--- src/rtl/thermal_seq.sv ---
module thermal_seq #(
  parameter int NSLOT      = 4,
  parameter int AW         = 32,
  parameter int UNIT_SHIFT = 8,
  parameter int MW         = 12
) (
  input  logic          clk,
  input  logic          rst_n,
  input  logic          reg_we,
  input  logic          reg_re,
  input  logic [7:0]    reg_addr,
  input  logic [31:0]   reg_wdata,
  output logic [31:0]   reg_rdata,
  output logic          m_req,
  output logic          m_we,
  output logic [AW-1:0] m_addr,
  output logic [31:0]   m_wdata,
  input  logic          m_gnt,
  input  logic          m_wack,
  input  logic          m_rvalid,
  input  logic [31:0]   m_rdata
);
  localparam int SW = (NSLOT > 1) ? $clog2(NSLOT) : 1;
  localparam int PW = 10 + UNIT_SHIFT;

  typedef enum logic [3:0] {S_IDLE, S_SMUX, S_AMUX, S_EN, S_POLL, S_PWAIT, S_VREAD, S_FILT, S_SEN} st_t;

  logic [NSLOT-1:0] en_mask, rmask, meas_u;
  logic [9:0]  unit, sen_iv, flt_iv;
  logic [15:0] poll_iv;
  logic [31:0] tmo;
  logic [1:0]  wctl;
  logic [4:0]  vpos, vshift;
  logic        vhigh, sep_rd, tmo_flag;
  logic [AW-1:0] a_smux, a_amux, a_en, a_valid, a_volt;
  logic [31:0] d_amux, d_en;
  logic [31:0] mux_val [NSLOT];
  logic [MW-1:0] meas_d [NSLOT];

  st_t state;
  logic [SW-1:0] cur;
  logic          issued;
  logic [31:0]   pcnt;
  logic [15:0]   wcnt;
  logic [PW-1:0] pre;

  function automatic logic [SW:0] pick(input logic [NSLOT-1:0] m, input int from);
    pick = '0;
    for (int i = NSLOT-1; i >= 0; i--)
      if (i >= from && m[i]) pick = {1'b1, SW'(i)};
  endfunction

  function automatic st_t slot_start(input logic [1:0] w);
    slot_start = w[0] ? S_SMUX : (w[1] ? S_AMUX : S_EN);
  endfunction

  logic [SW:0]   nx, first;
  logic [PW-1:0] per;
  logic [31:0]   lim, shifted;
  logic          tick, done, seen, expire, store;

  assign nx      = pick(rmask, int'(cur) + 1);
  assign first   = pick(en_mask, 0);
  assign per     = PW'(unit == 10'd0 ? 10'd1 : unit) << UNIT_SHIFT;
  assign tick    = (pre == per - 1'b1);
  assign lim     = (tmo == 32'd0) ? 32'd1 : tmo;
  assign done    = issued && (m_we ? m_wack : m_rvalid);
  assign seen    = vhigh ? m_rdata[vpos] : ~m_rdata[vpos];
  assign expire  = (tmo != '1) && (pcnt + 32'd1 >= lim);
  assign shifted = m_rdata >> vshift;
  assign store   = done && ((state == S_POLL && seen && !sep_rd) || state == S_VREAD);

  assign m_req = !issued && (state inside {S_SMUX, S_AMUX, S_EN, S_POLL, S_VREAD});
  assign m_we  = state inside {S_SMUX, S_AMUX, S_EN};

  always_comb begin
    m_addr  = a_valid;
    m_wdata = '0;
    case (state)
      S_SMUX:  begin m_addr = a_smux; m_wdata = mux_val[cur]; end
      S_AMUX:  begin m_addr = a_amux; m_wdata = d_amux; end
      S_EN:    begin m_addr = a_en;   m_wdata = d_en; end
      S_VREAD: m_addr = a_volt;
      default: ;
    endcase
  end

  always_ff @(posedge clk or negedge rst_n) begin
    if (!rst_n) begin
      en_mask <= '0; unit <= '0; sen_iv <= '0; flt_iv <= '0; poll_iv <= '0; tmo <= '0;
      wctl <= '0; vpos <= '0; vhigh <= 1'b0; vshift <= '0; sep_rd <= 1'b0;
      a_smux <= '0; a_amux <= '0; a_en <= '0; a_valid <= '0; a_volt <= '0;
      d_amux <= '0; d_en <= '0;
      for (int i = 0; i < NSLOT; i++) mux_val[i] <= '0;
    end else if (reg_we) begin
      case (reg_addr)
        8'h00: en_mask <= reg_wdata[NSLOT-1:0];
        8'h04: unit    <= reg_wdata[9:0];
        8'h08: begin sen_iv <= reg_wdata[9:0]; flt_iv <= reg_wdata[25:16]; end
        8'h0C: poll_iv <= reg_wdata[15:0];
        8'h10: tmo     <= reg_wdata;
        8'h14: wctl    <= reg_wdata[1:0];
        8'h18: begin vpos <= reg_wdata[4:0]; vhigh <= reg_wdata[5]; end
        8'h1C: vshift  <= reg_wdata[4:0];
        8'h20: sep_rd  <= reg_wdata[0];
        8'h24: a_smux  <= reg_wdata[AW-1:0];
        8'h28: a_amux  <= reg_wdata[AW-1:0];
        8'h2C: d_amux  <= reg_wdata;
        8'h30: a_en    <= reg_wdata[AW-1:0];
        8'h34: d_en    <= reg_wdata;
        8'h38: a_valid <= reg_wdata[AW-1:0];
        8'h3C: a_volt  <= reg_wdata[AW-1:0];
        default: ;
      endcase
      for (int i = 0; i < NSLOT; i++)
        if (reg_addr == 8'(8'h40 + 4*i)) mux_val[i] <= reg_wdata;
    end
  end

  always_comb begin
    reg_rdata = '0;
    case (reg_addr)
      8'h00: reg_rdata = 32'(en_mask);
      8'h04: reg_rdata = 32'(unit);
      8'h08: reg_rdata = {6'd0, flt_iv, 6'd0, sen_iv};
      8'h0C: reg_rdata = 32'(poll_iv);
      8'h10: reg_rdata = tmo;
      8'h14: reg_rdata = 32'(wctl);
      8'h18: reg_rdata = {26'd0, vhigh, vpos};
      8'h1C: reg_rdata = 32'(vshift);
      8'h20: reg_rdata = 32'(sep_rd);
      8'h24: reg_rdata = 32'(a_smux);
      8'h28: reg_rdata = 32'(a_amux);
      8'h2C: reg_rdata = d_amux;
      8'h30: reg_rdata = 32'(a_en);
      8'h34: reg_rdata = d_en;
      8'h38: reg_rdata = 32'(a_valid);
      8'h3C: reg_rdata = 32'(a_volt);
      8'h70: reg_rdata = 32'(tmo_flag);
      default: ;
    endcase
    for (int i = 0; i < NSLOT; i++) begin
      if (reg_addr == 8'(8'h40 + 4*i)) reg_rdata = mux_val[i];
      if (reg_addr == 8'(8'h60 + 4*i)) reg_rdata = {meas_u[i], {(31-MW){1'b0}}, meas_d[i]};
    end
  end

  always_ff @(posedge clk or negedge rst_n) begin
    if (!rst_n) begin
      meas_u <= '0;
      for (int i = 0; i < NSLOT; i++) meas_d[i] <= '0;
    end else begin
      for (int i = 0; i < NSLOT; i++) begin
        if (reg_re && reg_addr == 8'(8'h60 + 4*i)) meas_u[i] <= 1'b0;
        if (store && cur == SW'(i)) begin
          meas_u[i] <= 1'b1;
          meas_d[i] <= shifted[MW-1:0];
        end
      end
    end
  end

  always_ff @(posedge clk or negedge rst_n) begin
    if (!rst_n) begin
      state <= S_IDLE; cur <= '0; rmask <= '0; issued <= 1'b0;
      pcnt <= '0; wcnt <= '0; pre <= '0; tmo_flag <= 1'b0;
    end else begin
      if (reg_re && reg_addr == 8'h70) tmo_flag <= 1'b0;
      if (m_req && m_gnt) issued <= 1'b1;
      else if (done)      issued <= 1'b0;
      case (state)
        S_IDLE, S_SEN: begin
          if (en_mask == '0) state <= S_IDLE;
          else if (state == S_IDLE || wcnt == '0) begin
            rmask <= en_mask;
            cur   <= first[SW-1:0];
            state <= slot_start(wctl);
          end else if (tick) begin wcnt <= wcnt - 1'b1; pre <= '0; end
          else pre <= pre + 1'b1;
        end
        S_FILT: begin
          if (wcnt == '0) state <= slot_start(wctl);
          else if (tick) begin wcnt <= wcnt - 1'b1; pre <= '0; end
          else pre <= pre + 1'b1;
        end
        S_SMUX: if (done) state <= wctl[1] ? S_AMUX : S_EN;
        S_AMUX: if (done) state <= S_EN;
        S_EN:   if (done) begin state <= S_POLL; pcnt <= '0; end
        S_PWAIT: begin
          if (wcnt == '0) state <= S_POLL;
          else wcnt <= wcnt - 1'b1;
        end
        S_POLL, S_VREAD: if (done) begin
          if (state == S_POLL && seen && sep_rd) state <= S_VREAD;
          else if (state == S_POLL && !seen && !expire) begin
            pcnt  <= pcnt + 32'd1;
            wcnt  <= poll_iv;
            state <= S_PWAIT;
          end else begin
            if (state == S_POLL && !seen) tmo_flag <= 1'b1;
            pre <= '0;
            if (nx[SW]) begin
              cur <= nx[SW-1:0]; wcnt <= 16'(flt_iv); state <= S_FILT;
            end else begin
              wcnt <= 16'(sen_iv); state <= S_SEN;
            end
          end
        end
        default: state <= S_IDLE;
      endcase
    end
  end

  a_r12_hold_until_grant: assert property (@(posedge clk) disable iff (!rst_n)
    (m_req && !m_gnt) |=> (m_req && $stable(m_addr) && $stable(m_we) && $stable(m_wdata)));

  a_r7_poll_within_limit: assert property (@(posedge clk) disable iff (!rst_n)
    (state == S_POLL && tmo != '1) |-> (pcnt < lim));

  a_r2_store_only_enabled: assert property (@(posedge clk) disable iff (!rst_n)
    store |-> rmask[cur]);

  a_r12_no_response_idle: assert property (@(posedge clk) disable iff (!rst_n)
    (state == S_IDLE) |-> !issued);

  for (genvar g = 0; g < NSLOT; g++) begin : g_clr
    a_r8_read_clears_flag: assert property (@(posedge clk) disable iff (!rst_n)
      (reg_re && reg_addr == 8'(8'h60 + 4*g) && !(store && cur == SW'(g))) |=> !meas_u[g]);
  end
endmodule

--- config.mk ---
export PLATFORM = sky130hd
export DESIGN_NAME = thermal_seq
export DESIGN_NICKNAME = d
export VERILOG_FILES = /design/src/rtl/thermal_seq.sv
export SDC_FILE = /design/constraint.sdc
export NUM_CORES = 1
export LEC_CHECK = 0
export BUFFER_PORTS_ARGS = -buffer_cell sky130_fd_sc_hd__buf_2
export CELL_PAD_IN_SITES_DETAIL_PLACEMENT = 2
export CELL_PAD_IN_SITES_GLOBAL_PLACEMENT = 2
export CORE_ASPECT_RATIO = 1.2
export CORE_MARGIN = 1.5
export CORE_UTILIZATION = 42
export DETAILED_ROUTE_END_ITERATION = 10
export HOLD_SLACK_MARGIN = 0.12
export PLACE_DENSITY_LB_ADDON = 0.1
export SYNTH_ARGS = -nofsm -noshare
export SYNTH_HDL_FRONTEND = slang
export SYNTH_SLANG_ARGS = --single-unit
--- constraint.sdc ---
create_clock -name clk -period 5.5 [get_ports clk]
set_input_delay 0.275 -clock clk [delete_from_list [all_inputs] [get_ports clk]]
set_output_delay 0.275 -clock clk [all_outputs]
set_load 0.01 [all_outputs]
==> results of run 1 <==
power by group through the flow:
stage / sequential (mW) / combinational (mW) / clock (mW)
2_1_floorplan: 4.84 / 1.90 / 0
3_3_place_gp: 5.05 / 2.82 / 0
3_5_place_dp: 5.08 / 2.95 / 0
4_1_cts: 5.01 / 2.99 / 4.73
5_1_grt: 5.06 / 3.22 / 4.90
6_report: 5.02 / 3.01 / 4.67
cell families (layout without fill, tap and decap cells):
kind of cell / count (synthesis) / in the layout / share of synthesized area
and+or+nand+nor: 700 / 700 / 0.102
muxes: 638 / 638 / 0.248
AOI/OAI and AO/OA: 626 / 626 / 0.136
DFF: 577 / 577 / 0.455
buffers and inverters: 280 / 446 / 0.0346
xor gates and xnor gates: 40 / 40 / 0.0110
adders and majority gates: 36 / 36 / 0.0142
other: 0 / 1 / 0
registers in the layout, summed over array words and instances, names as in the netlist, 5 cells and up:
| register | cells |
|---|---|
| mux_val | 128 |
| meas_d | 48 |
| a_amux | 32 |
| a_en | 32 |
| a_smux | 32 |
| a_valid | 32 |
| a_volt | 32 |
| d_amux | 32 |
| d_en | 32 |
| pcnt | 32 |
| tmo | 32 |
| pre | 18 |
| poll_iv | 16 |
| wcnt | 16 |
| flt_iv | 10 |
| sen_iv | 10 |
| unit | 10 |
| vpos | 5 |
| vshift | 5 |
area by class of cell:
cell class | instances | share of cell area
Antenna cell | 1 | 0.0000689
Clock buffer | 94 | 0.0526
Clock inverter | 21 | 0.00920
Inverter | 56 | 0.00579
Multi-Input combinational cell | 2040 | 0.452
Sequential cell | 577 | 0.398
Tap cell | 1008 | 0.0347
Timing Repair Buffer | 275 | 0.0482
stage by stage:
stage	total power, mW	hold slack [ns]	worst slack, ns	utilization
after floorplan	6.75	-0.0206	1.27	-
after global placement	7.87	0.373	0.419	0.452
after detailed placement	8.03	0.387	0.299	0.452
after CTS	12.7	0.133	0.283	0.485
after global routing	13.2	0.160	0.134	0.485
final	12.7	0.157	0.468	0.485
cell usage in the layout, fill, tap and decap left out, drive strengths merged, types with 65 or more instances in the layout:
master,netlist,routed
a21oi,95,95
a221oi,65,65
a22oi,82,82
buf,74,254
clkbuf,150,94
dfrtp,577,577
mux2,468,468
mux2i,99,99
mux4,71,71
nand2,258,258
nand3,116,116
nor2,153,153
o21ai,179,179
how the worst min path moves through the flow:
stage                  to  slack [ns]  depth (start not counted)          start
6_report         d_en[17]        0.16                          2  reg_wdata[17]
3_3_place_gp     pcnt[16]        0.37                          1          rst_n
2_1_floorplan   a_amux[0]       -0.02                          0          rst_n
3_5_place_dp     pcnt[14]        0.39                          1          rst_n
5_1_grt          a_en[31]        0.16                          2  reg_wdata[31]
4_1_cts        d_amux[17]        0.13                          2  reg_wdata[17]
repair_timing:
action,4_1_cts,5_1_grt
buffers inserted,0,0
resized for setup,0,4
hold buffers,21,0
endpoints found under the hold margin,270,0
setup endpoints to repair,0,30
metal layers:
layer	routed length [um]	share of wire	up-vias	GRT usage
met4	7600	0.056	0	0.178
met5	0	0	-	0
met2	67100	0.49	1042	0.600
met3	7210	0.053	341	0.0478
met1	54000	0.40	14283	0.439
li1	-	-	11073	-
worst max-delay path: cells and delay by family, from the launching register on:
kind,cells,cell delay (ns)
adder cells (fa/ha/maj),1,0.26
flip-flops,1,0.51
buffers and inverters,1,0.39
multiplexers,1,0.38
AO/OA/AOI/OAI,8,2.04
AND/OR/NAND/NOR,3,1.30
==> summary.md, run 1 <==
| Metric | Value |
|---|---|
| Status | finished clean |
| #FFs+latches synth | ~580 |
| Post-synth top area share | 0.455 |
| Area of the multi-input gates | about 0.016 sq mm |
| Worst reg2reg endpoint | wcnt[1] |
| CP cell instances | nor4_1, nand4_1, o21bai_1, ha_1, nand2b_1, a2111oi_0, o21bai_1, a221oi_1, o211ai_1, a211oi_4, buf_4, mux2_2, a211oi_1, a21oi_1 |
| Layout cell share with drive strength beyond 1 | 0.310 |
| Lkg Pwr | 16.9 nW |
| Peak supply drop | around 220 uV |
| Relative slew margins | 0.176 |
| Vias in the first global route | 29,518 |
| CP Capture Type | flop |
| NetSw | 4.38 mW |
| CP Data Arrival Time | approximately 5.5 ns |
| R2R depth | 14 |
| Seq. cell area | 0.0144 sq mm |
| CP max stage delay | 0.79 ns |
| Synth cell count leaders | dfrtp_1, mux2_2, nand2_1, o21ai_0, nor2_1 |
| Hold violation total from the final report | 0 |
| Worst setup endpoint | wcnt[1] |
| Post-synth top area cell | dfrtp_1 |
| DRC errors left | 0 |
| Die Height | 304 um |
| Inst Count DP | 3,935 |
| Reg-to-Reg Start | tmo[25] |
| Pre-Repair DR Iteration Count | 6 |
| Mapped Avg Cell Area | 11.0 sq um |
| Area Growth Syn to Fin | 14.3% |
| Crit Path Class | reg -> reg |
| Synth Cell Area | approximately 0.032 sq mm |
| Sw Ratio | 0.345 |
| PwrDens | 350 mW/mm^2 |
| Clock transition at path regs | 0.06 ns |
| Initial Utilization | 0.424 |
| Die Width | 254 um |
| Final setup fails | 0 |
| Finished Cell Area | 0.0363 sq mm |
| R2R Setup Slk | 0.47 ns |
| Seq pwr share | 0.395 |
| DIE AREA | just under 0.08 sq mm |
| Final wirelength | 136 mm |
| Logic gate share of total power | 0.237 |
| Vias | approximately 27,000 |
| Clk pwr share | 0.368 |
| CTS tree | yes |
| Cell Area, Placed | 0.0338 sq mm |
| Hpwl dp | 89.9 mm |
| Routability cong. | 0.892 |
| Port buffer count | about 180 |
| Residual overflow from global routing | 0 |
| Ys Warns | 0 |
| H-tree Lvls | 3 |
| EDFF count, synth | 0 |
| Final ANT Viol Nets | 0 |
| Syn nets | around 3,000 |
| Vias/cell | 6.57 |
| RSZ-0062 raised after global routing | no |
| Yosys cell types | 81 |
| TNS Setup | 0 ns |
| # rows | 110 |
| Drt initial violations | 1,945 |
| Skew-Pair Late Insertion Delay | 0.62 ns |
| Largest cells by area after synthesis | dfrtp_1, mux2_2, mux4_2 |
| Most frequent cell after synthesis | dfrtp_1 |
| Largest net degree at the start of global routing | roughly 160 |
| CP Max Fanout | 28 |
| Antenna violations before repair | 1 |
| First-pass GRT wire length | 202 mm |
| I/O pins | 177 |
| Slowest-stage cell, CP | nor4_1 |
| Fin crit share | 0.915 |
| Filler cell count in the final layout | 7,629 |
| Worst setup path start | tmo[25] |
| Most frequent cell on the critical path | o21bai_1 |
| Required @ worst endpoint | 5.97 ns |
| HP Class | in -> reg |
| Clk_skew | roughly 0.027 ns |
| Crit start category | flop |
| Internal power | around 8.3 mW |
| Top FF cell, synth | dfrtp_1 |
| Core Footprint | 0.0749 sq mm |
| Pins Over Slew Limit | 0 |
| Sinks on Clock Net | 577 |
| Root Buffer | clkbuf_16 |
| Routed len/inst | 33.4 um |
| Final min period | slightly above 5 ns |
| Sequential area share after synthesis | 0.455 |
| Cts bufs inserted | 66 |
| Pin slew with the least headroom to its limit | 1.23 ns |
| Max Freq | 0.199 GHz |
| Max cap viols | 0 |
| Post-Synthesis Cells | approximately 2,900 |
| Layout Cells excl Fill | 4,072 |
| Asr flop ratio synth | 1.00 |
| Layout Nets | 3,131 |
| GRT Total Usage | 0.354 |
| Clock Tree Buf Depth | 3 |
Power figures use the tool's default switching activity.
==> inputs of run 2 (changes only) <==
ABC_AREA = 1   (was unset)
CORE_UTILIZATION = 36   (was 42)
RECOVER_POWER = 50   (was unset)
==> run 2 against run 1 <==
Against the previous run: the run now ends with capacitance limit, slew limit left; clock skew grew 0.0037 ns; combinational power grew 33%; wire length grew 5.9%; worst hold slack lost 0.0080 ns; synthesized cell count grew 50%; synthesized area grew 0.72%; critical path type unchanged.
==> summary.md, run 2 <==
| Metric | Value |
|---|---|
| Register with the most flip-flops | mux_val |
| Yosys cell types | 54 |
| Max Freq | 0.210 GHz |
| Status | finished, violations left |
| Clock Tree Buf Depth | 3 |
| R2R Setup Slk | 0.73 ns |
| Max cap viols | 4 |
| Crit start category | flop |
| Reg-to-Reg Start | pcnt[0] |
| Post-synth top area share | 0.451 |
| Sequential area share after synthesis | 0.451 |
| Fin crit share | 0.868 |
| Hold violation total from the final report | 0 |
| Most frequent cell after synthesis | nand2_1 |
| Worst reg2reg endpoint | pre[10] |
| I/O pins | 177 |
| Most frequent cells in the layout | nand2_1, o21ai_0, dfrtp_1 |
| Largest cells by area after synthesis | dfrtp_1, nand2_1, o21ai_0 |
| Biggest regs | mux_val x128, meas_d x48 |
| DRC errors left | 0 |
| Synth cell count leaders | nand2_1, o21ai_0, dfrtp_1, inv_1 |
| Asr flop ratio synth | 1.00 |
| H-tree Lvls | 3 |
| Antenna violations before repair | 7 |
| Skew-Pair Late Insertion Delay | about 0.65 ns |
| EDFF count, synth | 0 |
| R2R depth | 27 |
| Layout cell share with drive strength beyond 1 | 0.0919 |
| Die Height | 330 um |
| Hpwl dp | 101 mm |
| Vias in the first global route | roughly 34,000 |
| Synth Cell Area | 0.0320 sq mm |
| Post_cts resized | 0 |
| Pre-Repair DR Iteration Count | 7 |
| Drt initial violations | about 2,300 |
| Final wirelength | between 100 and 150 mm |
| Residual overflow from global routing | 0 |
| Final setup fails | 0 |
| Lkg Pwr | 16.8 nW |
| Post-synth top area cell | dfrtp_1 |
| Worst Hold Depth | 3 |
| Slowest-stage cell, CP | nor2_4 |
| Core Footprint | approximately 0.09 sq mm |
| Cts bufs inserted | 71 |
| Layout Nets | 4,519 |
| PwrDens | 390 mW/mm^2 |
| Failing checks | capacitance limit, slew limit |
| Syn nets | 4,456 |
| Hold_ws | 0.149 ns |
| Die Width | 275 um |
| Pins Over Slew Limit | 186 |
| CP max stage delay | 0.43 ns |
| Largest net degree at the start of global routing | 139 |
| Routability cong. | roughly 0.85 |
| RSZ-0062 raised after global routing | no |
| Most frequent cell on the critical path | nand2_1 |
| DIE AREA | 0.0907 sq mm |
| CTS tree | yes |
| Clk_skew | roughly 0.030 ns |
| Hold Crit Endpoint | a_volt[27] |
| CP Data Arrival Time | ~5.3 ns |
| GRT Total Usage | 0.318 |
| TNS Setup | 0 ns |
| Relative slew margins | -2.12 |
| Port buffer count | 176 |
| Pin slew with the least headroom to its limit | about 4.7 ns |
| Most common cell after layout, fill and taps aside | nand2_1 |
| Clock transition at path regs | 0.06 ns |
| Final ANT Viol Nets | 0 |
| Routed len/inst | about 26 um |
| HP Start | reg_wdata[27] |
| HP Class | in -> reg |
| Ys Warns | 0 |
| CP Capture Type | flop |
| Root Buffer | clkbuf_16 |
| Number of flip-flops in the largest register | 128 |
| Vias/cell | approximately 5.7 |
| Sinks on Clock Net | approximately 580 |
| CP Max Fanout | 20 |
| Required @ worst endpoint | about 6 ns |
| Initial Utilization | 0.364 |
| Area Growth Syn to Fin | 13.5% |
| Post-layout power | 14.2 mW |
| First-pass GRT wire length | about 220 mm |
| # rows | 119 |
| Post-Synthesis Cells | 4,341 |
| Vias | between 30,000 and 40,000 |
| Peak supply drop | about 230 uV |
| Mapped Avg Cell Area | 7.37 sq um |
| Final min period | 4.77 ns |
| Crit Path Class | reg -> reg |
| Top FF cell, synth | dfrtp_1 |
| #FFs+latches synth | 577 |
| Layout Utilization | 0.413 |
==> run 2: cell types whose count changed after synthesis, sizes merged, moves of 29 or more <==
cell	previous run	this run
inv	56	404
o22ai	17	48
o21ai	179	680
mux2	468	1
clkbuf	150	208
nand4	30	119
mux4	71	0
mux2i	99	13
nand2	258	1501
nor2	153	223
buf	74	45
a22oi	82	0
a22o	47	7
==> run 2: metrics by stage <==
stage	std cells	instance area [sq um]	setup slack, ns
final	5616	36300	0.729
after global routing	5611	36300	0.218
after CTS	5611	36300	0.697
after detailed placement	5470	33800	0.790
after global placement	5470	33800	0.947
after floorplan	4341	32000	2.07
==> run 2: how the worst max path moves through the flow <==
stage / startpoint / to / slack [ns] / cells past startpoint
after global routing: rst_n / meas_d[38] / 0.22 / 2
after detailed placement: pcnt[0] / pre[4] / 0.79 / 27
final: pcnt[0] / pre[10] / 0.73 / 27
after CTS: pcnt[0] / pre[10] / 0.70 / 27
after global placement: pcnt[17] / pcnt[15] / 0.95 / 17
after floorplan: pcnt[0] / state[2] / 2.07 / 29
==> run 2: cell type report <==
type	instances	area, sq um
tap	1149	1440
clock inverter	24	330
sequential	577	14400
multi-input combinational	3106	15000
clock buffer	107	2090
timing repair buffer	243	1430
fill	10335	51500
antenna	5	12.5
inverter	405	1530
==> run 2: logic make-up after synthesis <==
logic type / share of synthesized area
compound gates: 0.172
xor+xnor: 0.0145
buf+inv: 0.0808
fa+ha+maj: 0.0141
simple gates: 0.263
flops: 0.451
mux: 0.00442
==> run 2: what timing repair did <==
action / in CTS / in global routing
buffers inserted: 0 / 0
hold buffers: 10 / 0
setup endpoints to repair: 0 / 0
endpoints found under the hold margin: 82 / 0
==> run 2: layer usage <==
layer | GRT usage | vias up | routed length (um)
met4 | 0.0962 | 2 | 3950
li1 | - | 14420 | -
met5 | 0 | - | 13
met1 | 0.437 | 16685 | 64500
met3 | 0.0400 | 212 | 7430
met2 | 0.520 | 805 | 67900
==> run 2: where the power goes <==
part	internal [mW]	total [mW]	switching [mW]
Combinational	1.10	3.99	2.89
Clock	2.93	5.00	2.07
Sequential	4.69	5.16	0.473
Total	8.72	14.2	5.44
==> run 2: worst max-delay path: cells and delay by family, from the launching register on <==
kind / cells / cell delay (ns)
xor+xnor: 1 / 0.14
fa+ha+maj: 2 / 0.49
flops: 1 / 0.41
buf+inv: 4 / 0.57
simple gates: 19 / 2.93
compound gates: 1 / 0.13
